==> src/rtl/edh_fp_pkg.sv <==
// Package: shared sizes, flag vector type and group coding helpers for the
// EDH flag port. Assumes three 3-flag error groups plus two CRC valid bits.
package edh_fp_pkg;
    localparam int LINES    = 5;
    localparam int GRP_W    = 2;
    localparam int FPG      = 3;
    localparam int NGRP     = 3;
    localparam int NFLAG    = NGRP * FPG + 2;
    localparam int APV_IDX  = NGRP * FPG;
    localparam int FFV_IDX  = NGRP * FPG + 1;
    localparam int LO_LINE  = LINES - FPG;
    localparam logic [GRP_W-1:0] SEL_ANC  = 2'd2;
    localparam logic [GRP_W-1:0] SEL_STAT = 2'd3;

    typedef logic [NFLAG-1:0] flag_vec_t;
    typedef logic [LINES-1:0] line_t;

    // Flags touched by a write to group g.
    function automatic flag_vec_t grp_mask(input logic [GRP_W-1:0] g);
        flag_vec_t m;
        m = '0;
        if (g == SEL_STAT) begin
            m[APV_IDX] = 1'b1;
            m[FFV_IDX] = 1'b1;
        end else begin
            for (int i = 0; i < FPG; i++) m[int'(g) * FPG + i] = 1'b1;
        end
        return m;
    endfunction

    // Flag values carried by the lines for a write to group g.
    function automatic flag_vec_t grp_value(input logic [GRP_W-1:0] g, input line_t ln);
        flag_vec_t v;
        v = '0;
        if (g == SEL_STAT) begin
            v[APV_IDX] = ln[3];
            v[FFV_IDX] = ln[2];
        end else begin
            for (int i = 0; i < FPG; i++) v[int'(g) * FPG + i] = ln[LO_LINE + i];
        end
        return v;
    endfunction

    // Line word presented for group g.
    function automatic line_t rd_word(input logic [GRP_W-1:0] g, input flag_vec_t f,
                                      input logic io);
        line_t w;
        w = '0;
        if (g == SEL_STAT) begin
            w[4] = io;
            w[3] = f[APV_IDX];
            w[2] = f[FFV_IDX];
        end else begin
            for (int i = 0; i < FPG; i++) w[LO_LINE + i] = f[int'(g) * FPG + i];
        end
        return w;
    endfunction
endpackage

==> src/rtl/edh_fp_latch.sv <==
// Module: one-shot write store. Holds the flags written through the port for
// exactly one packet; writes during a packet are staged for the next one.
// Assumes wr_en is already qualified by direction and mapping mode.
module edh_fp_latch
    import edh_fp_pkg::*;
(
    input  logic             clk,
    input  logic             rst_n,
    input  logic             pkt_busy,
    input  logic             wr_en,
    input  logic [GRP_W-1:0] wr_grp,
    input  line_t            wr_lines,
    output flag_vec_t        act_val,
    output flag_vec_t        act_msk
);
    flag_vec_t stg_val, stg_msk;
    flag_vec_t nx_av, nx_am, nx_sv, nx_sm;
    flag_vec_t wm, wv, wm_act, wm_stg;
    logic      busy_q, rel;

    // Next-state of the active and staged write sets.
    always_comb begin
        rel    = busy_q & ~pkt_busy;
        wm     = wr_en ? grp_mask(wr_grp) : '0;
        wv     = grp_value(wr_grp, wr_lines);
        wm_act = pkt_busy ? '0 : wm;
        wm_stg = pkt_busy ? wm : '0;
        nx_av  = rel ? stg_val : act_val;
        nx_am  = rel ? stg_msk : act_msk;
        nx_sv  = rel ? '0 : stg_val;
        nx_sm  = rel ? '0 : stg_msk;
        nx_av  = (nx_av & ~wm_act) | (wv & wm_act);
        nx_am  = nx_am | wm_act;
        nx_sv  = (nx_sv & ~wm_stg) | (wv & wm_stg);
        nx_sm  = nx_sm | wm_stg;
    end

    // Register the write sets and the packet-busy history.
    always_ff @(posedge clk) begin
        if (!rst_n) begin
            act_val <= '0;
            act_msk <= '0;
            stg_val <= '0;
            stg_msk <= '0;
            busy_q  <= 1'b0;
        end else begin
            act_val <= nx_av;
            act_msk <= nx_am;
            stg_val <= nx_sv;
            stg_msk <= nx_sm;
            busy_q  <= pkt_busy;
        end
    end

    // the set in force does not move while a packet is out
    a_r7_frozen_in_packet: assert property (@(posedge clk) disable iff (!rst_n)
        busy_q |-> ($stable(act_msk) && $stable(act_val)));

    // at the release edge the staged set becomes the set in force
    a_r8_stage_promotes: assert property (@(posedge clk) disable iff (!rst_n)
        (busy_q && !pkt_busy && !wr_en) |=> (act_msk == $past(stg_msk)));
endmodule

==> src/rtl/edh_fp_merge.sv <==
// Module: per-flag priority merge: port write, then host override, then core.
// Purely combinational; assumes all inputs are in the pixel clock domain.
module edh_fp_merge
    import edh_fp_pkg::*;
(
    input  flag_vec_t port_val,
    input  flag_vec_t port_msk,
    input  flag_vec_t host_val,
    input  flag_vec_t host_msk,
    input  flag_vec_t core_flags,
    output flag_vec_t pkt_flags
);
    // One priority mux per flag bit.
    for (genvar i = 0; i < NFLAG; i++) begin : g_bit
        assign pkt_flags[i] = port_msk[i] ? port_val[i]
                            : (host_msk[i] ? host_val[i] : core_flags[i]);
    end
endmodule

==> src/rtl/edh_fp_mapper.sv <==
// Module: line driver and mapping sequencer. Picks the group shown on the
// flag lines, steps the select in mapping mode and sets the output enables.
module edh_fp_mapper
    import edh_fp_pkg::*;
(
    input  logic             clk,
    input  logic             rst_n,
    input  logic             dir_rd,
    input  logic             map_en,
    input  logic             pkt_busy,
    input  logic [GRP_W-1:0] sel_in,
    input  flag_vec_t        pkt_flags,
    input  logic             io_mode,
    output line_t            fl_out,
    output logic             fl_oe,
    output logic [GRP_W-1:0] sel_out,
    output logic             sel_oe
);
    logic [GRP_W-1:0] step_q, eff_sel;
    logic             stepping;

    assign stepping = map_en & pkt_busy;

    // Step counter: runs while mapping a packet, restarts otherwise.
    always_ff @(posedge clk) begin
        if (!rst_n)        step_q <= '0;
        else if (stepping) step_q <= step_q + GRP_W'(1);
        else               step_q <= '0;
    end

    // Select, line word and enables.
    always_comb begin
        sel_out = stepping ? step_q : SEL_ANC;
        eff_sel = map_en ? sel_out : sel_in;
        fl_out  = rd_word(eff_sel, pkt_flags, io_mode);
        fl_oe   = dir_rd | map_en;
        sel_oe  = map_en;
    end

    // each busy mapping cycle advances the select by one
    a_r10_step: assert property (@(posedge clk) disable iff (!rst_n)
        (map_en && pkt_busy && $past(map_en) && $past(pkt_busy))
            |-> (sel_out == $past(sel_out) + 2'd1));
endmodule

==> src/rtl/edh_flag_port.sv <==
// Module: top of the EDH flag port. Qualifies port writes, keeps them for one
// packet, merges them over host and core flags and drives the lines.
// Assumes the packet emitter holds pkt_busy high for a whole packet.
module edh_flag_port
    import edh_fp_pkg::*;
(
    input  logic        clk,
    input  logic        rst_n,
    input  logic        dir_rd,
    input  logic        map_en,
    input  logic        wr_stb,
    input  logic [1:0]  sel_in,
    input  logic [4:0]  fl_in,
    input  logic        pkt_busy,
    input  logic [10:0] core_flags,
    input  logic [10:0] host_msk,
    input  logic [10:0] host_val,
    input  logic        io_mode,
    output logic [4:0]  fl_out,
    output logic        fl_oe,
    output logic [1:0]  sel_out,
    output logic        sel_oe,
    output logic [10:0] pkt_flags
);
    flag_vec_t act_val, act_msk;
    logic      wr_ok;
    logic      unused_low_lines;

    assign wr_ok            = wr_stb & ~dir_rd & ~map_en;
    assign unused_low_lines = ^fl_in[1:0];

    edh_fp_latch u_latch (
        .clk      (clk),
        .rst_n    (rst_n),
        .pkt_busy (pkt_busy),
        .wr_en    (wr_ok),
        .wr_grp   (sel_in),
        .wr_lines (fl_in),
        .act_val  (act_val),
        .act_msk  (act_msk)
    );

    edh_fp_merge u_merge (
        .port_val   (act_val),
        .port_msk   (act_msk),
        .host_val   (host_val),
        .host_msk   (host_msk),
        .core_flags (core_flags),
        .pkt_flags  (pkt_flags)
    );

    edh_fp_mapper u_mapper (
        .clk       (clk),
        .rst_n     (rst_n),
        .dir_rd    (dir_rd),
        .map_en    (map_en),
        .pkt_busy  (pkt_busy),
        .sel_in    (sel_in),
        .pkt_flags (pkt_flags),
        .io_mode   (io_mode),
        .fl_out    (fl_out),
        .fl_oe     (fl_oe),
        .sel_out   (sel_out),
        .sel_oe    (sel_oe)
    );

    // an idle-time write reaches the packet flags on the next cycle
    a_r6_port_write_lands: assert property (@(posedge clk) disable iff (!rst_n)
        (wr_ok && !pkt_busy)
            |=> (((pkt_flags ^ $past(grp_value(sel_in, fl_in))) & $past(grp_mask(sel_in))) == '0));

    // mapping mode is entered only after a read-mode cycle
    a_r12_map_entry: assert property (@(posedge clk) disable iff (!rst_n)
        $rose(map_en) |-> $past(dir_rd));

    // select lines are never driven without the flag lines
    a_r13_oe_pair: assert property (@(posedge clk) disable iff (!rst_n)
        sel_oe |-> fl_oe);
endmodule

==> config.mk <==
export PLATFORM = sky130hd
export DESIGN_NAME = edh_flag_port
export DESIGN_NICKNAME = d
export VERILOG_FILES = /design/src/rtl/edh_fp_pkg.sv /design/src/rtl/edh_fp_latch.sv /design/src/rtl/edh_fp_merge.sv /design/src/rtl/edh_fp_mapper.sv /design/src/rtl/edh_flag_port.sv
export SDC_FILE = /design/constraint.sdc
export NUM_CORES = 1
export LEC_CHECK = 0
export CAP_MARGIN = 20
export CORE_UTILIZATION = 25
export CTS_BUF_LIST = sky130_fd_sc_hd__clkbuf_4
export DETAILED_ROUTE_END_ITERATION = 12
export DONT_BUFFER_PORTS = 1
export GPL_ROUTABILITY_DRIVEN = 0
export SKIP_LAST_GASP = 1
export SYNTH_ARGS = -nofsm -noshare
export SYNTH_HDL_FRONTEND = slang
export SYNTH_SLANG_ARGS = --single-unit
==> constraint.sdc <==
create_clock -name clk -period 2.6 [get_ports clk]
set_input_delay 0.13 -clock clk [delete_from_list [all_inputs] [get_ports clk]]
set_output_delay 0.13 -clock clk [all_outputs]
set_load 0.05 [all_outputs]
==> summary.txt <==
Run status
  – Result of the run: complete, no violations

GRT
  – Global Route met3 Usage: 4.06%
  – Gr usage total: 12.7%
  – Most crowded layer after global routing: met2
  – Antenna violations before repair: 0
  – Total grt overflow: 0
  – Global routing usage on met2: 20.5%
  – First-pass GRT wire length: 12900 um
  – Largest net degree at the start of global routing: 27
  – Met1 routing resource usage after global routing: 16.2%
  – Vias in the first global route: 2607

Final layout
  – Inserted Diodes: 0
  – Layout Nets: 456
  – Non-Filler Instances: 541
  – Share of final-layout standard cells stronger than drive strength 1: 18.6%
  – Area Growth Syn to Fin: 18.5%
  – Fin util: 30.4%

Floorplan
  – Std cell rows: 39
  – Horiz. Die Dim: 110 um
  – Die height: 110 um
  – I/O pin total: 67
  – Core Box Area: 11500 sq um
  – Overall die area: 12200 sq um
  – Effective utilization at floorplan: 25.7%

Synthesis
  – Mean instance size in the synthesized netlist: 7.89 sq um
  – Number of unique standard cell types used by synthesis: 60
  – Portion of the post-synthesis area used by sequential elements: 32.0%
  – Yosys top cell by area: sky130_fd_sc_hd__dfxtp_1
  – Top FF cell, synth: sky130_fd_sc_hd__dfxtp_1
  – Share of the synthesized area in the top cell type: 32.0%
  – Yosys synthesis warning count: 0
  – Number of cells produced by synthesis: 373
  – Number of register bits inferred by synthesis: 47
  – Number of enable flip-flop cells after synthesis: 0
  – Top post-synthesis cells by area: sky130_fd_sc_hd__dfxtp_1 (32%), sky130_fd_sc_hd__nor2_1 (6.3%), sky130_fd_sc_hd__mux2i_1 (6.1%)
  – Share of flip-flops with an asynchronous set or reset after synthesis: 0%
  – Mapped cell area: 2940 sq um

Route
  – Vias post-DR: 2801
  – Post-detailed-route count of antenna-violating nets: 0
  – Routed len/inst: 14.8 um
  – Routed wire length: 7980 um
  – Drc violations: 0
  – Via-per-instance ratio: 5.18
  – Violation count after the first detailed-routing iteration: 216
  – Count of TritonRoute iterations in the first routing pass: 4

STA
  – Actual slew at the worst max-slew pin: 0.957 ns
  – Fmax: 398 MHz
  – Minimum clock period: 2.51 ns
  – RSZ-0062 raised after global routing: true
  – Clk_skew: 0.0117 ns
  – Total count of hold-check failures in the final report: 0
  – Final setup violating endpoints: 0
  – Final cycle utilization of the critical path: 96.7%
  – Final number of max-transition violations: 0
  – Final Worst Setup Slack: 0.0860 ns
  – Worst Hold Slack: 0.0617 ns
  – Worst slew margin relative to its limit: 36.0%
  – Sum Neg Setup Slack: 0 ns

Power and ir drop
  – Leakage power: 0.00132 uW
  – Net load switching power: 588 uW
  – Combinational power share: 31.8%
  – Sequential cell fraction of total power: 46.2%
  – Relative contribution of the clock network to total power: 22.0%
  – Switching part of the total power: 35.8%
  – Worst ir drop on vdd: 0.000283 V
  – Internal power summed over all cells: 1050 uW
  – Ratio of total power to cell area: 471 nW/um^2

Run
  – Max cap viols: 0

CTS
  – # clock sinks: 47
  – Clock root buffer master: sky130_fd_sc_hd__clkbuf_4
  – TritonCTS Buffers: 5
  – Clock slew at reported path FFs: 0.15 ns
  – Clk_lat worst skew: 0.37 ns
  – Clock H-tree levels: 2
  – TritonCTS clock tree: yes
  – Maximum count of clock buffers along a single path: 2

Setup path
  – Required time of the critical path: 2.47 ns
  – WP data arrival: 2.38 ns
  – Endpoint kind of the worst setup timing path: output pin
  – CP startpoint kind: flip-flop
  – Largest fanout of any net on the critical path: 6
  – Critical Setup Path Class: flip-flop to output pin

Worst hold path
  – Classification of the worst-slack hold path: primary input to flip-flop

Placed design
  – Worst setup slack after placement: 0.198 ns
  – Detailed placement HPWL: 5780 um
  – Cell Count Post-Placement: 512
  – Total of buffers placed on input and output ports: 0
==> stage by stage <==
step	cell area [sq um]	power, uW
CTS	3330	1620
global route	3490	1720
finish	3490	1640
detailed placement	3170	1230
floorplan	2950	1130
global placement	3170	1220
==> cell families (layout without fill, tap and decap cells) <==
kind of cell | after synthesis | count (layout) | synth area share (%)
adder cells (fa/ha/maj) | 12 | 12 | 5.10
AO/OA/AOI/OAI | 102 | 102 | 24.6
buffers and inverters | 38 | 62 | 5.70
XOR/XNOR | 2 | 2 | 0.595
multiplexers | 22 | 22 | 8.04
AND/OR/NAND/NOR | 149 | 149 | 23.9
flip-flops | 47 | 47 | 32.0
other | 1 | 2 | 0.127
==> worst paths after layout <==
check | startpoint | to | slack [ns] | cells past startpoint
worst max-delay path | u_mapper.step_q[0]$_SDFF_PN0_ | fl_out[4] | 0.09 | 9
worst min-delay path | fl_in[4] | flip-flop | 0.06 | 2
worst max register to register | u_latch.busy_q$_SDFF_PN0_ | flip-flop | 0.86 | 4
worst min register to register | u_mapper.step_q[0]$_SDFF_PN0_ | u_mapper.step_q[0]$_SDFF_PN0_ | 0.44 | 1
==> final cells by class <==
cell class / instances / area, sq um
timing repair buffer: 40 / 337
fill: 1205 / 7980
clock inverter: 3 / 23.8
sequential: 47 / 943
tap: 143 / 179
inverter: 14 / 57.6
multi-input combinational: 289 / 1910
clock buffer: 5 / 37.5
==> critical path, stage by stage, from the launching register on <==
cell                       delay, ns
sky130_fd_sc_hd__dfxtp_2        0.36
sky130_fd_sc_hd__and3_4         0.22
sky130_fd_sc_hd__a21oi_4        0.22
sky130_fd_sc_hd__clkinv_4       0.13
sky130_fd_sc_hd__ha_4           0.19
sky130_fd_sc_hd__xnor2_2        0.15
sky130_fd_sc_hd__a311oi_2       0.27
sky130_fd_sc_hd__o21ai_1        0.13
sky130_fd_sc_hd__o21ai_2        0.19
sky130_fd_sc_hd__buf_12         0.15
==> power by group through the flow <==
stage          Clock [uW]  Combinational, uW  Sequential (uW)
3_3_place_gp            0                446              774
2_1_floorplan           0                361              768
4_1_cts               377                481              760
3_5_place_dp            0                454              775
6_report              361                523              759
5_1_grt               400                558              763
==> per-layer routing <==
layer / up-vias / wire, um
met1: 1297 / 3550
met4: 0 / 146
li1: 1396 / -
met3: 7 / 690
met5: - / 0
met2: 101 / 3600
==> cell usage in the layout (no fill, tap or decap), types with 3 or more instances in the layout <==
cell type                        n
sky130_fd_sc_hd__o21ai_0         8
sky130_fd_sc_hd__nor4_1          3
sky130_fd_sc_hd__nand3_1        11
sky130_fd_sc_hd__nand3b_1        6
sky130_fd_sc_hd__o221ai_1        7
sky130_fd_sc_hd__nor3b_1         3
sky130_fd_sc_hd__dfxtp_1        45
sky130_fd_sc_hd__dlygate4sd3_1   5
sky130_fd_sc_hd__mux2i_1        18
sky130_fd_sc_hd__clkbuf_4        5
sky130_fd_sc_hd__buf_4          31
sky130_fd_sc_hd__buf_6           3
sky130_fd_sc_hd__nand2_1        46
sky130_fd_sc_hd__a21oi_1        25
sky130_fd_sc_hd__a32oi_1         4
sky130_fd_sc_hd__nor2_1         48
sky130_fd_sc_hd__a31oi_1         7
sky130_fd_sc_hd__nand2b_1        4
sky130_fd_sc_hd__and3_1          4
sky130_fd_sc_hd__ha_4            3
sky130_fd_sc_hd__nor2b_1         7
sky130_fd_sc_hd__o21ai_1        14
sky130_fd_sc_hd__inv_1          13
sky130_fd_sc_hd__o21a_1          3
sky130_fd_sc_hd__ha_1            9
sky130_fd_sc_hd__o221a_2        11
==> what timing repair did <==
| item | CTS | global route |
|---|---|---|
| setup endpoints to repair | 3 | 3 |
| resized for setup | 3 | 20 |
| hold buffers | 5 | 0 |
| buffers inserted | 4 | 12 |
| endpoints found under the hold margin | 29 | 0 |
| pin swaps | 1 | 7 |
==> synthesized netlist by cell type, types with 11 or more instances <==
master / number
sky130_fd_sc_hd__inv_1: 13
sky130_fd_sc_hd__mux2i_1: 18
sky130_fd_sc_hd__nand3_1: 12
sky130_fd_sc_hd__a21oi_1: 25
sky130_fd_sc_hd__ha_1: 12
sky130_fd_sc_hd__nor2_1: 49
sky130_fd_sc_hd__dfxtp_1: 47
sky130_fd_sc_hd__clkbuf_1: 16
sky130_fd_sc_hd__nand2_1: 46
sky130_fd_sc_hd__o221a_2: 11
sky130_fd_sc_hd__o21ai_0: 17
No activity file was read; power rests on OpenSTA's default activity.
